`src/rtl/pls_pkg.sv`:
```
package pls_pkg;

    localparam int REG_IDX_W = 4;
    localparam logic [REG_IDX_W-1:0] LINK_IDX = 4'd14;
    localparam logic [REG_IDX_W-1:0] PC_IDX   = 4'd15;
    localparam logic [3:0] OP_PAIR_LOAD  = 4'hD;
    localparam logic [3:0] OP_PAIR_STORE = 4'hE;

    typedef enum logic [2:0] {
        ST_IDLE,
        ST_CHECK,
        ST_ACC0,
        ST_ACC1,
        ST_WB,
        ST_DONE
    } pls_state_e;

    typedef enum logic [1:0] {
        RES_OK,
        RES_UNDEF,
        RES_DABT
    } pls_result_e;

    typedef struct packed {
        logic                 is_load;
        logic                 is_store;
        logic                 wb;
        logic                 imm;
        logic                 up;
        logic                 pre;
        logic [REG_IDX_W-1:0] rn;
        logic [REG_IDX_W-1:0] rd;
        logic [REG_IDX_W-1:0] rd_hi;
        logic [REG_IDX_W-1:0] rm;
        logic [7:0]           imm8;
    } pls_fields_t;

endpackage

```
`src/rtl/pls_decode.sv`:
```
module pls_decode
    import pls_pkg::*;
#(
    parameter int INSTR_W = 32
) (
    input  logic [INSTR_W-1:0] instr,
    output pls_fields_t        f
);

    logic unused_bits;
    assign unused_bits = ^{instr[INSTR_W-1:25], instr[20]};

    always_comb begin
        f.is_load  = (instr[7:4] == OP_PAIR_LOAD);
        f.is_store = (instr[7:4] == OP_PAIR_STORE);
        f.wb       = instr[21];
        f.imm      = instr[22];
        f.up       = instr[23];
        f.pre      = instr[24];
        f.rn       = instr[19:16];
        f.rd       = instr[15:12];
        f.rd_hi    = REG_IDX_W'(instr[15:12] + 4'd1);
        f.rm       = instr[3:0];
        f.imm8     = {instr[11:8], instr[3:0]};
    end

endmodule

```
`src/rtl/pls_agu.sv`:
```
module pls_agu
    import pls_pkg::*;
#(
    parameter int DATA_W     = 32,
    parameter int ALIGN_BITS = 3
) (
    input  pls_fields_t       f,
    input  logic [DATA_W-1:0] base,
    input  logic [DATA_W-1:0] reg_off,
    output logic [DATA_W-1:0] sum,
    output logic [DATA_W-1:0] addr,
    output logic              misaligned
);

    logic [DATA_W-1:0] offset;

    always_comb begin
        offset     = f.imm ? {{(DATA_W-8){1'b0}}, f.imm8} : reg_off;
        sum        = f.up ? (base + offset) : (base - offset);
        addr       = f.pre ? sum : base;
        misaligned = |addr[ALIGN_BITS-1:0];
    end

endmodule

```
`src/rtl/pls_legal.sv`:
```
module pls_legal
    import pls_pkg::*;
#(
    parameter bit ABORT_EN = 1'b1
) (
    input  pls_fields_t f,
    input  logic        misaligned,
    output pls_result_e res
);

    logic base_moves;
    assign base_moves = !f.pre || f.wb;

    always_comb begin
        if (!f.is_load && !f.is_store)
            res = RES_UNDEF;
        else if (f.wb && !f.pre)
            res = RES_UNDEF;
        else if (f.is_store && f.rn == PC_IDX)
            res = RES_UNDEF;
        else if (f.rd[0] || (f.is_load && f.rd == LINK_IDX))
            res = RES_UNDEF;
        else if (misaligned)
            res = ABORT_EN ? RES_DABT : RES_UNDEF;
        else if (base_moves && (f.rn == f.rd || f.rn == f.rd_hi))
            res = RES_UNDEF;
        else
            res = RES_OK;
    end

    // a load into the link register pair never passes
    always_comb begin
        if (f.is_load && f.rd == LINK_IDX)
            assert_link_pair_trap_R5: assert (res != RES_OK);
    end

    // a misaligned address never reaches memory
    always_comb begin
        if (misaligned)
            assert_misalign_trap_R6: assert (res != RES_OK);
    end

endmodule

```
`src/rtl/pair_ldst_unit.sv`:
```
module pair_ldst_unit
    import pls_pkg::*;
#(
    parameter int DATA_W     = 32,
    parameter int INSTR_W    = 32,
    parameter int ALIGN_BITS = 3,
    parameter bit ABORT_EN   = 1'b1
) (
    input  logic                 clk,
    input  logic                 rst_n,
    input  logic                 start,
    input  logic [INSTR_W-1:0]   instr,
    output logic [REG_IDX_W-1:0] rf_base_idx,
    input  logic [DATA_W-1:0]    rf_base_data,
    output logic [REG_IDX_W-1:0] rf_off_idx,
    input  logic [DATA_W-1:0]    rf_off_data,
    output logic [REG_IDX_W-1:0] rf_lo_idx,
    input  logic [DATA_W-1:0]    rf_lo_data,
    output logic [REG_IDX_W-1:0] rf_hi_idx,
    input  logic [DATA_W-1:0]    rf_hi_data,
    output logic                 rf_we,
    output logic [REG_IDX_W-1:0] rf_widx,
    output logic [DATA_W-1:0]    rf_wdata,
    output logic                 mem_req,
    output logic                 mem_we,
    output logic [DATA_W-1:0]    mem_addr,
    output logic [DATA_W-1:0]    mem_wdata,
    input  logic                 mem_ready,
    input  logic [DATA_W-1:0]    mem_rdata,
    input  logic                 mem_abort,
    output logic                 done,
    output logic                 undef,
    output logic                 dabort
);

    localparam int WORD_BYTES = DATA_W / 8;
    localparam int WB_SLOTS   = 3;
    localparam int SLOT_W     = $clog2(WB_SLOTS);
    localparam logic [SLOT_W-1:0] SLOT_LO   = SLOT_W'(0);
    localparam logic [SLOT_W-1:0] SLOT_HI   = SLOT_W'(1);
    localparam logic [SLOT_W-1:0] SLOT_BASE = SLOT_W'(WB_SLOTS - 1);

    pls_state_e           state, state_nx;
    logic [INSTR_W-1:0]   instr_q;
    pls_fields_t          f;
    pls_result_e          check_res, result_q;
    logic [DATA_W-1:0]    sum_c, addr_c;
    logic                 misaligned_c;
    logic [DATA_W-1:0]    sum_q, addr_q;
    logic [DATA_W-1:0]    wd_lo_q, wd_hi_q;
    logic [DATA_W-1:0]    rd_lo_q, rd_hi_q;
    logic [SLOT_W-1:0]    slot_q;
    logic                 base_moves;

    pls_decode #(.INSTR_W(INSTR_W)) u_decode (
        .instr (instr_q),
        .f     (f)
    );

    pls_agu #(.DATA_W(DATA_W), .ALIGN_BITS(ALIGN_BITS)) u_agu (
        .f          (f),
        .base       (rf_base_data),
        .reg_off    (rf_off_data),
        .sum        (sum_c),
        .addr       (addr_c),
        .misaligned (misaligned_c)
    );

    pls_legal #(.ABORT_EN(ABORT_EN)) u_legal (
        .f          (f),
        .misaligned (misaligned_c),
        .res        (check_res)
    );

    assign base_moves  = !f.pre || f.wb;
    assign rf_base_idx = f.rn;
    assign rf_off_idx  = f.rm;
    assign rf_lo_idx   = f.rd;
    assign rf_hi_idx   = f.rd_hi;

    // State register
    always_ff @(posedge clk or negedge rst_n) begin
        if (!rst_n)
            state <= ST_IDLE;
        else
            state <= state_nx;
    end

    // Transitions
    always_comb begin
        state_nx = state;
        unique case (state)
            ST_IDLE:  if (start) state_nx = ST_CHECK;
            ST_CHECK: state_nx = (check_res == RES_OK) ? ST_ACC0 : ST_DONE;
            ST_ACC0:  if (mem_ready) state_nx = mem_abort ? ST_DONE : ST_ACC1;
            ST_ACC1:  if (mem_ready) state_nx = mem_abort ? ST_DONE : ST_WB;
            ST_WB:    if (slot_q == SLOT_BASE) state_nx = ST_DONE;
            ST_DONE:  state_nx = ST_IDLE;
            default:  state_nx = ST_IDLE;
        endcase
    end

    // Operand and result capture
    always_ff @(posedge clk or negedge rst_n) begin
        if (!rst_n) begin
            instr_q  <= '0;
            result_q <= RES_OK;
            sum_q    <= '0;
            addr_q   <= '0;
            wd_lo_q  <= '0;
            wd_hi_q  <= '0;
            rd_lo_q  <= '0;
            rd_hi_q  <= '0;
            slot_q   <= SLOT_LO;
        end else begin
            unique case (state)
                ST_IDLE: begin
                    if (start) begin
                        instr_q  <= instr;
                        result_q <= RES_OK;
                    end
                end
                ST_CHECK: begin
                    result_q <= check_res;
                    sum_q    <= sum_c;
                    addr_q   <= addr_c;
                    wd_lo_q  <= rf_lo_data;
                    wd_hi_q  <= rf_hi_data;
                    slot_q   <= SLOT_LO;
                end
                ST_ACC0: begin
                    if (mem_ready) begin
                        if (mem_abort) result_q <= RES_DABT;
                        else           rd_lo_q  <= mem_rdata;
                    end
                end
                ST_ACC1: begin
                    if (mem_ready) begin
                        if (mem_abort) result_q <= RES_DABT;
                        else           rd_hi_q  <= mem_rdata;
                    end
                end
                ST_WB:   slot_q <= slot_q + SLOT_W'(1);
                ST_DONE: slot_q <= SLOT_LO;
                default: slot_q <= SLOT_LO;
            endcase
        end
    end

    // Outputs
    always_comb begin
        mem_req   = 1'b0;
        mem_we    = 1'b0;
        mem_addr  = addr_q;
        mem_wdata = wd_lo_q;
        rf_we     = 1'b0;
        rf_widx   = f.rd;
        rf_wdata  = rd_lo_q;
        done      = 1'b0;
        undef     = 1'b0;
        dabort    = 1'b0;
        unique case (state)
            ST_IDLE, ST_CHECK: ;
            ST_ACC0: begin
                mem_req   = 1'b1;
                mem_we    = f.is_store;
            end
            ST_ACC1: begin
                mem_req   = 1'b1;
                mem_we    = f.is_store;
                mem_addr  = addr_q + DATA_W'(WORD_BYTES);
                mem_wdata = wd_hi_q;
            end
            ST_WB: begin
                if (slot_q == SLOT_LO) begin
                    rf_we    = f.is_load;
                end else if (slot_q == SLOT_HI) begin
                    rf_we    = f.is_load;
                    rf_widx  = f.rd_hi;
                    rf_wdata = rd_hi_q;
                end else begin
                    rf_we    = base_moves;
                    rf_widx  = f.rn;
                    rf_wdata = sum_q;
                end
            end
            ST_DONE: begin
                done   = 1'b1;
                undef  = (result_q == RES_UNDEF);
                dabort = (result_q == RES_DABT);
            end
            default: ;
        endcase
    end

    // an unanswered request keeps its contents
    assert_req_hold_R9: assert property (@(posedge clk) disable iff (!rst_n)
        (mem_req && !mem_ready) |=> (mem_req && $stable(mem_addr) &&
                                     $stable(mem_we) && $stable(mem_wdata)));

    // second transfer sits one word above the first
    assert_second_word_R8: assert property (@(posedge clk) disable iff (!rst_n)
        (state == ST_ACC1 && $past(state) == ST_ACC0) |->
            (mem_addr == $past(mem_addr) + DATA_W'(WORD_BYTES)));

    // R4 (and R1, R5, R6): a failed check issues no memory request
    assert_trap_no_access_R4: assert property (@(posedge clk) disable iff (!rst_n)
        (state == ST_CHECK && check_res != RES_OK) |=> !mem_req);

    // registers are only written on a clean run
    assert_clean_write_R10: assert property (@(posedge clk) disable iff (!rst_n)
        rf_we |-> (result_q == RES_OK));

    // done is a single-cycle pulse
    assert_done_pulse_R12: assert property (@(posedge clk) disable iff (!rst_n)
        done |=> !done);

    // at most one trap flag, and only with done
    assert_flag_with_done_R12: assert property (@(posedge clk) disable iff (!rst_n)
        $onehot0({undef, dabort}) && ((undef || dabort) -> done));

endmodule

```
`config.mk`:
```
export PLATFORM = sky130hd
export DESIGN_NAME = pair_ldst_unit
export DESIGN_NICKNAME = d
export VERILOG_FILES = /design/src/rtl/pls_pkg.sv /design/src/rtl/pls_decode.sv /design/src/rtl/pls_agu.sv /design/src/rtl/pls_legal.sv /design/src/rtl/pair_ldst_unit.sv
export SDC_FILE = /design/constraint.sdc
export NUM_CORES = 1
export LEC_CHECK = 0
export BUFFER_PORTS_ARGS = -buffer_cell sky130_fd_sc_hd__buf_2
export CAP_MARGIN = 40
export CORE_MARGIN = 4
export CORE_UTILIZATION = 30
export DETAILED_ROUTE_END_ITERATION = 8
export PLACE_DENSITY = 0.45
export RECOVER_POWER = 50
export SLEW_MARGIN = 10
export SYNTH_ARGS = -nofsm -noshare
export SYNTH_HDL_FRONTEND = slang
export SYNTH_HIERARCHICAL = 1
export SYNTH_SLANG_ARGS = --single-unit
```
`constraint.sdc`:
```
create_clock -name clk -period 6.25 [get_ports clk]
set_input_delay 0.9375 -clock clk [delete_from_list [all_inputs] [get_ports clk]]
set_output_delay 0.9375 -clock clk [all_outputs]
set_load 0.01 [all_outputs]
```
==> results of run 1 <==
report_power, final:
part	total, W	switching [W]	internal (W)
Sequential	0.00275	0.000562	0.00219
Combinational	0.00563	0.00309	0.00254
Clock	0.00163	0.000647	0.000979
Total	0.0100	0.00430	0.00570
routing by layer:
layer  up-vias  part of all wire  track usage  wire length (um)
met2       243              0.49        0.291             21500
met5         -            0.0016            0                72
met3        51             0.057       0.0401              2500
met1      5479              0.43        0.222             18900
met4        12             0.018       0.0340               787
li1       5448                 -            -                 -
layout make-up:
type,instances,area [um2],area share
flip-flops and latches,223,5580,0.332
inverters,23,86.3,0.00513
multi-input cells,1044,7770,0.462
clock buffers,40,806,0.0479
clock inverters,11,133,0.00789
diodes,4,10.0,0.000595
repair buffers,328,1680,0.100
well taps,600,751,0.0446
flip-flops by register name (all words and copies together), names as in the netlist:
register / count
result_q: 2
wd_lo_q: 32
addr_q: 32
sum_q: 32
slot_q: 2
state: 3
wd_hi_q: 32
rd_hi_q: 32
rd_lo_q: 32
instr_q: 24
worst max path at each step:
stage               depth (start not counted)  slack (ps)                      to
floorplan                                  17        1460  addr_q[29]$_DFFE_PN0N_
global placement                           16         660  addr_q[29]$_DFFE_PN0N_
detailed placement                         16         610  addr_q[29]$_DFFE_PN0N_
CTS                                        16         860  addr_q[29]$_DFFE_PN0N_
global route                               16         340  addr_q[29]$_DFFE_PN0N_
finish                                     16         870  addr_q[29]$_DFFE_PN0N_
per-stage QoR:
stage          cells   util
4_1_cts         2269  0.370
5_1_grt         2272  0.368
6_report        2273  0.368
3_3_place_gp    2215  0.348
3_5_place_dp    2218  0.349
2_1_floorplan   1386      -
==> flow_summary_export.csv, run 1 <==
group,metric,value,unit
setup_path,r2r_cells,16,
sta,hold_violations,0,
floorplan,dieArea,50100,um2
final_layout,fill_cells,4747,
floorplan,die_w,224,um
worst_hold_path,hold_depth,1,
floorplan,die_y,224,um
detailed_routing,final_antenna_net_count,0,
setup_path,cp_max_fo,15,
floorplan,ios,319,
worst_hold_path,holdCritStartpoint,"instr_q[7]$_DFFE_PN0P_",
pwr,power-per-cell-area,595,nW/um2
detailed_routing,viasPerCell,4.94,
final_layout,fin_nets,1890,
setup_path,cp.buffers_inverters,1,
pwr,irDropWorstVdd,263,uV
clocking,cts_root_buf,"clkbuf_16",
setup_path,slowest_delay,560,ps
place,dp_hpwl,33400,um
sta,clock.fmax,186,MHz
setup_path,critPathTopFamily,"simple AND/OR/NAND/NOR gates",
floorplan,start_util,0.306,
worst_hold_path,hold_path.class,"flip-flop to flip-flop",
synth,synthesis.nets,1628,
sta,finalSetupViolations,0,
pwr,p_leak,7.81,nW
synth,syn_inst,1386,
setup_path,start_kind,"flip-flop",
floorplan,row_count,78,
sta,tightest_slew,3520,ps
detailed_routing,routed_wirelength,43800,um
sta,finalClockSkew,32.6,ps
sta,hold_slack,482,ps
clocking,post_cts_buffers,0,
place,preCtsSetupSlack,611,ps
clocking,numCtsBuffers,28,
outcome,status,"finished, violations left",
sta,slew_headroom,-1.35,
floorplan,core_area,45700,um2
setup_path,end_kind,"flip-flop",
sta,setup_tns,0,ps
detailed_routing,avgRoutedWirePerCell,19.3,um
detailed_routing,drtIter0Drc,546,
outcome,violations,"capacitance limit, slew limit",
clocking,cts_tree,"done",
global_route,overflow,0,
clocking,cts_resized,0,
pwr,p_total,0.0100,W
clocking,cts_max_path_buffers,3,
setup_path,required,6680,ps
synth,syn_area,14000,um2
setup_path,crit_type,"flip-flop to flip-flop",
setup_path,rr_endpoint,"addr_q[29]$_DFFE_PN0N_",
detailed_routing,drcViolationCount,0,
synth,syn_avg_cell_area,10.1,um2
setup_path,r2r_setup_slack,870,ps
sta,slew_viol_final,172,
final_layout,final_layout_size_suffix_gt1_frac,0.286,
clocking,holdBufCountCts,0,
sta,rsz0062_at_grt,"false",
sta,finalWorstSetupSlack,870,ps
global_route,grt_usage,0.170,
synth,ys_warn_count,6,
setup_path,r2r_start,"instr_q[22]$_DFFE_PN0P_",
global_route,grt_pass1_wl,67900,um
clocking,clk_latency,570,ps
setup_path,cp.arrival,5810,ps
clocking,htreeDepth,1,
setup_path,crit_start,"instr_q[22]$_DFFE_PN0P_",
setup_path,crit_slowest_cell,"or4_1",
detailed_routing,dr.pass1.iters,5,
place,port_buffers,310,
setup_path,critPathMostFrequentCell,"nor2_1",
final_layout,syn2layout_area_growth,20.5,%
place,placed_cell_area,16000,um2
worst_hold_path,hold_path_end,"instr_q[7]$_DFFE_PN0P_",
final_layout,final_cell_mix,"buf_2, dfrtp_1, nand2_1",
setup_path,crit_chain,"buf_4, or3_1, a222oi_1, and2_1, nor2_1, nor2_1, nor2_1, ha_1, nand2_1, or4_1, o21ai_0, o211ai_1, a41oi_1, xor2_1, mux2_2, mux2_1",
flow_run,timing.max_cap.violations,2,
detailed_routing,via_count,11200,
place,gp_congestion,0.855,
global_route,grt_pass1_vias,11500,
global_route,antenna_found_initial,10,
sta,finalCritPeriodShare,0.861,
global_route,grt_max_degree,117,
final_layout,final_area,16800,um2
clocking,clk_pin_slew,60,ps
final_layout,final_common_cell,"buf_2",
clocking,clock-sinks,223,
sta,finalCriticalPeriod,5380,ps
Note: power is estimated with default switching activity, not from simulation.
==> inputs of run 2 (changes only) <==
--- a/config.mk
+++ b/config.mk
@@ -7,10 +7,12 @@
 export LEC_CHECK = 0
 export BUFFER_PORTS_ARGS = -buffer_cell sky130_fd_sc_hd__buf_2
 export CAP_MARGIN = 40
+export CELL_PAD_IN_SITES_DETAIL_PLACEMENT = 1
+export CELL_PAD_IN_SITES_GLOBAL_PLACEMENT = 1
 export CORE_MARGIN = 4
 export CORE_UTILIZATION = 30
 export DETAILED_ROUTE_END_ITERATION = 8
-export PLACE_DENSITY = 0.45
+export PLACE_DENSITY = 0.57
 export RECOVER_POWER = 50
 export SLEW_MARGIN = 10
 export SYNTH_ARGS = -nofsm -noshare
==> run 2 against run 1 <==
Compared with the run above:
- the run still ends with capacitance limit, slew limit left
- cell area up 0.36%
- clock skew down 16 ps
- clock-buffer cell count up 2
- die area unchanged
- via count up 1.8%
- power up 1.8%
- fmax up 0.89%
- sequential power about the same
- largest power group unchanged
==> flow_summary_export.csv, run 2 (synthesis gave the netlist of run 1 again) <==
group,metric,value,unit
outcome,violations,"capacitance limit, slew limit",
global_route,overflow,0,
setup_path,required,6700,ps
detailed_routing,via_count,11400,
global_route,grt_most_used_layer,"met2",
setup_path,r2r_cells,17,
floorplan,ios,319,
clocking,cts_root_buf,"clkbuf_16",
floorplan,core_area,45700,um2
floorplan,start_util,0.306,
pwr,irDropWorstVdd,227,uV
worst_hold_path,hold_depth,1,
clocking,clock-sinks,223,
global_route,use_met2,0.310,
detailed_routing,drcViolationCount,0,
final_layout,final_layout_size_suffix_gt1_frac,0.289,
clocking,cts_resized,0,
global_route,gr-usage-met3,0.0366,
place,port_buffers,310,
setup_path,crit_type,"flip-flop to flip-flop",
clocking,post_cts_buffers,0,
global_route,grt_pass1_wl,71300,um
sta,finalSetupViolations,0,
detailed_routing,final_antenna_net_count,0,
sta,finalCritPeriodShare,0.853,
final_layout,final_core_util,0.370,
floorplan,row_count,78,
global_route,grt_usage,0.178,
sta,finalCriticalPeriod,5330,ps
pwr,p_leak,7.85,nW
setup_path,start_kind,"flip-flop",
setup_path,cp_max_fo,14,
detailed_routing,drtIter0Drc,475,
clocking,numCtsBuffers,29,
global_route,grt_pass1_vias,12100,
floorplan,die_y,224,um
sta,hold_violations,0,
detailed_routing,avgRoutedWirePerCell,20.3,um
setup_path,end_kind,"flip-flop",
floorplan,die_w,224,um
clocking,holdBufCountCts,0,
place,gp_congestion,0.824,
sta,slew_headroom,-2.06,
clocking,cts_max_path_buffers,3,
pwr,power-per-cell-area,603,nW/um2
worst_hold_path,holdCritStartpoint,"instr_q[11]$_DFFE_PN0P_",
floorplan,dieArea,50100,um2
global_route,antenna_found_initial,8,
clocking,clk_pin_slew,60,ps
clocking,htreeDepth,1,
sta,setup_tns,0,ps
clocking,clk_latency,570,ps
worst_hold_path,hold_path_end,"instr_q[11]$_DFFE_PN0P_",
flow_run,timing.max_cap.violations,2,
global_route,gr-usage-met1,0.228,
setup_path,r2r_start,"instr_q[22]$_DFFE_PN0P_",
sta,tightest_slew,4590,ps
clocking,cts_tree,"done",
global_route,grt_max_degree,143,
sta,clock.fmax,188,MHz
sta,slew_viol_final,146,
sta,finalClockSkew,16.6,ps
final_layout,fill_cells,5249,
final_layout,final_cell_mix,"buf_2, dfrtp_1, nand2_1",
final_layout,fin_nets,1891,
setup_path,rr_endpoint,"addr_q[29]$_DFFE_PN0N_",
sta,rsz0062_at_grt,"false",
worst_hold_path,hold_path.class,"flip-flop to flip-flop",
place,dp_hpwl,35300,um
setup_path,cp.arrival,5780,ps
detailed_routing,viasPerCell,5.03,
detailed_routing,dr.pass1.iters,4,
outcome,status,"finished, violations left",
final_layout,syn2layout_area_growth,20.9,%
detailed_routing,routed_wirelength,46100,um
final_layout,final_common_cell,"buf_2",
setup_path,r2r_setup_slack,920,ps
-- run 2: how the worst max path moves through the flow --
stage | start | endpoint | slack, ps
floorplan | rf_off_data[6] | addr_q[29]$_DFFE_PN0N_ | 1460
detailed placement | rf_off_data[6] | addr_q[29]$_DFFE_PN0N_ | 580
global route | instr_q[22]$_DFFE_PN0P_ | addr_q[25]$_DFFE_PN0N_ | 410
global placement | rf_off_data[6] | addr_q[29]$_DFFE_PN0N_ | 610
finish | instr_q[22]$_DFFE_PN0P_ | addr_q[29]$_DFFE_PN0N_ | 920
CTS | instr_q[22]$_DFFE_PN0P_ | addr_q[29]$_DFFE_PN0N_ | 910
-- run 2: report_power, final --
part	switching [W]	internal, W
combinational	0.00314	0.00252
sequential	0.000581	0.00219
clock	0.000678	0.00107
-- run 2: final cells by class --
type	instances	area, um2	area share
well taps	600	751	0.0445
multi-input cells	1044	7780	0.461
repair buffers	328	1670	0.0987
clock buffers	42	855	0.0506
clock inverters	12	156	0.00927
diodes	3	7.51	0.000445
inverters	23	86.3	0.00511
flip-flops and latches	223	5580	0.331
-- run 2: metal layers --
layer / wire length [um] / part of all wire / vias to the layer above
li1: - / - / 5447
met1: 19900 / 0.43 / 5673
met2: 22800 / 0.49 / 240
met3: 2350 / 0.051 / 67
met4: 1030 / 0.022 / 10
met5: 59 / 0.0013 / -
-- run 2: per-stage QoR --
stage                     cell area, um2  hold WS, ps  std cells  worst slack [ps]  power [W]
after floorplan                    14000          457       1386              1460    0.00674
after detailed placement           15900          471       2218               576    0.00856
after CTS                          17000          374       2272               913     0.0104
after global routing               16900          498       2272               409     0.0110
final                              16900          480       2275               917     0.0102
after global placement             15900          467       2216               606    0.00840
-- run 2: worst max-delay path, stage by stage, from the launching register on --
cell and delay [ps]:
dfrtp_1 520, buf_4 270, or2_2 340, o22ai_1 190
nand4_1 200, nor3_2 500, nor2_1 280, o22ai_1 220
a31oi_1 90, ha_1 430, nand2_1 120, or4_1 570
o21ai_0 300, o211ai_1 210, a41oi_1 290, xor2_1 120
mux2_2 280, mux2_1 280
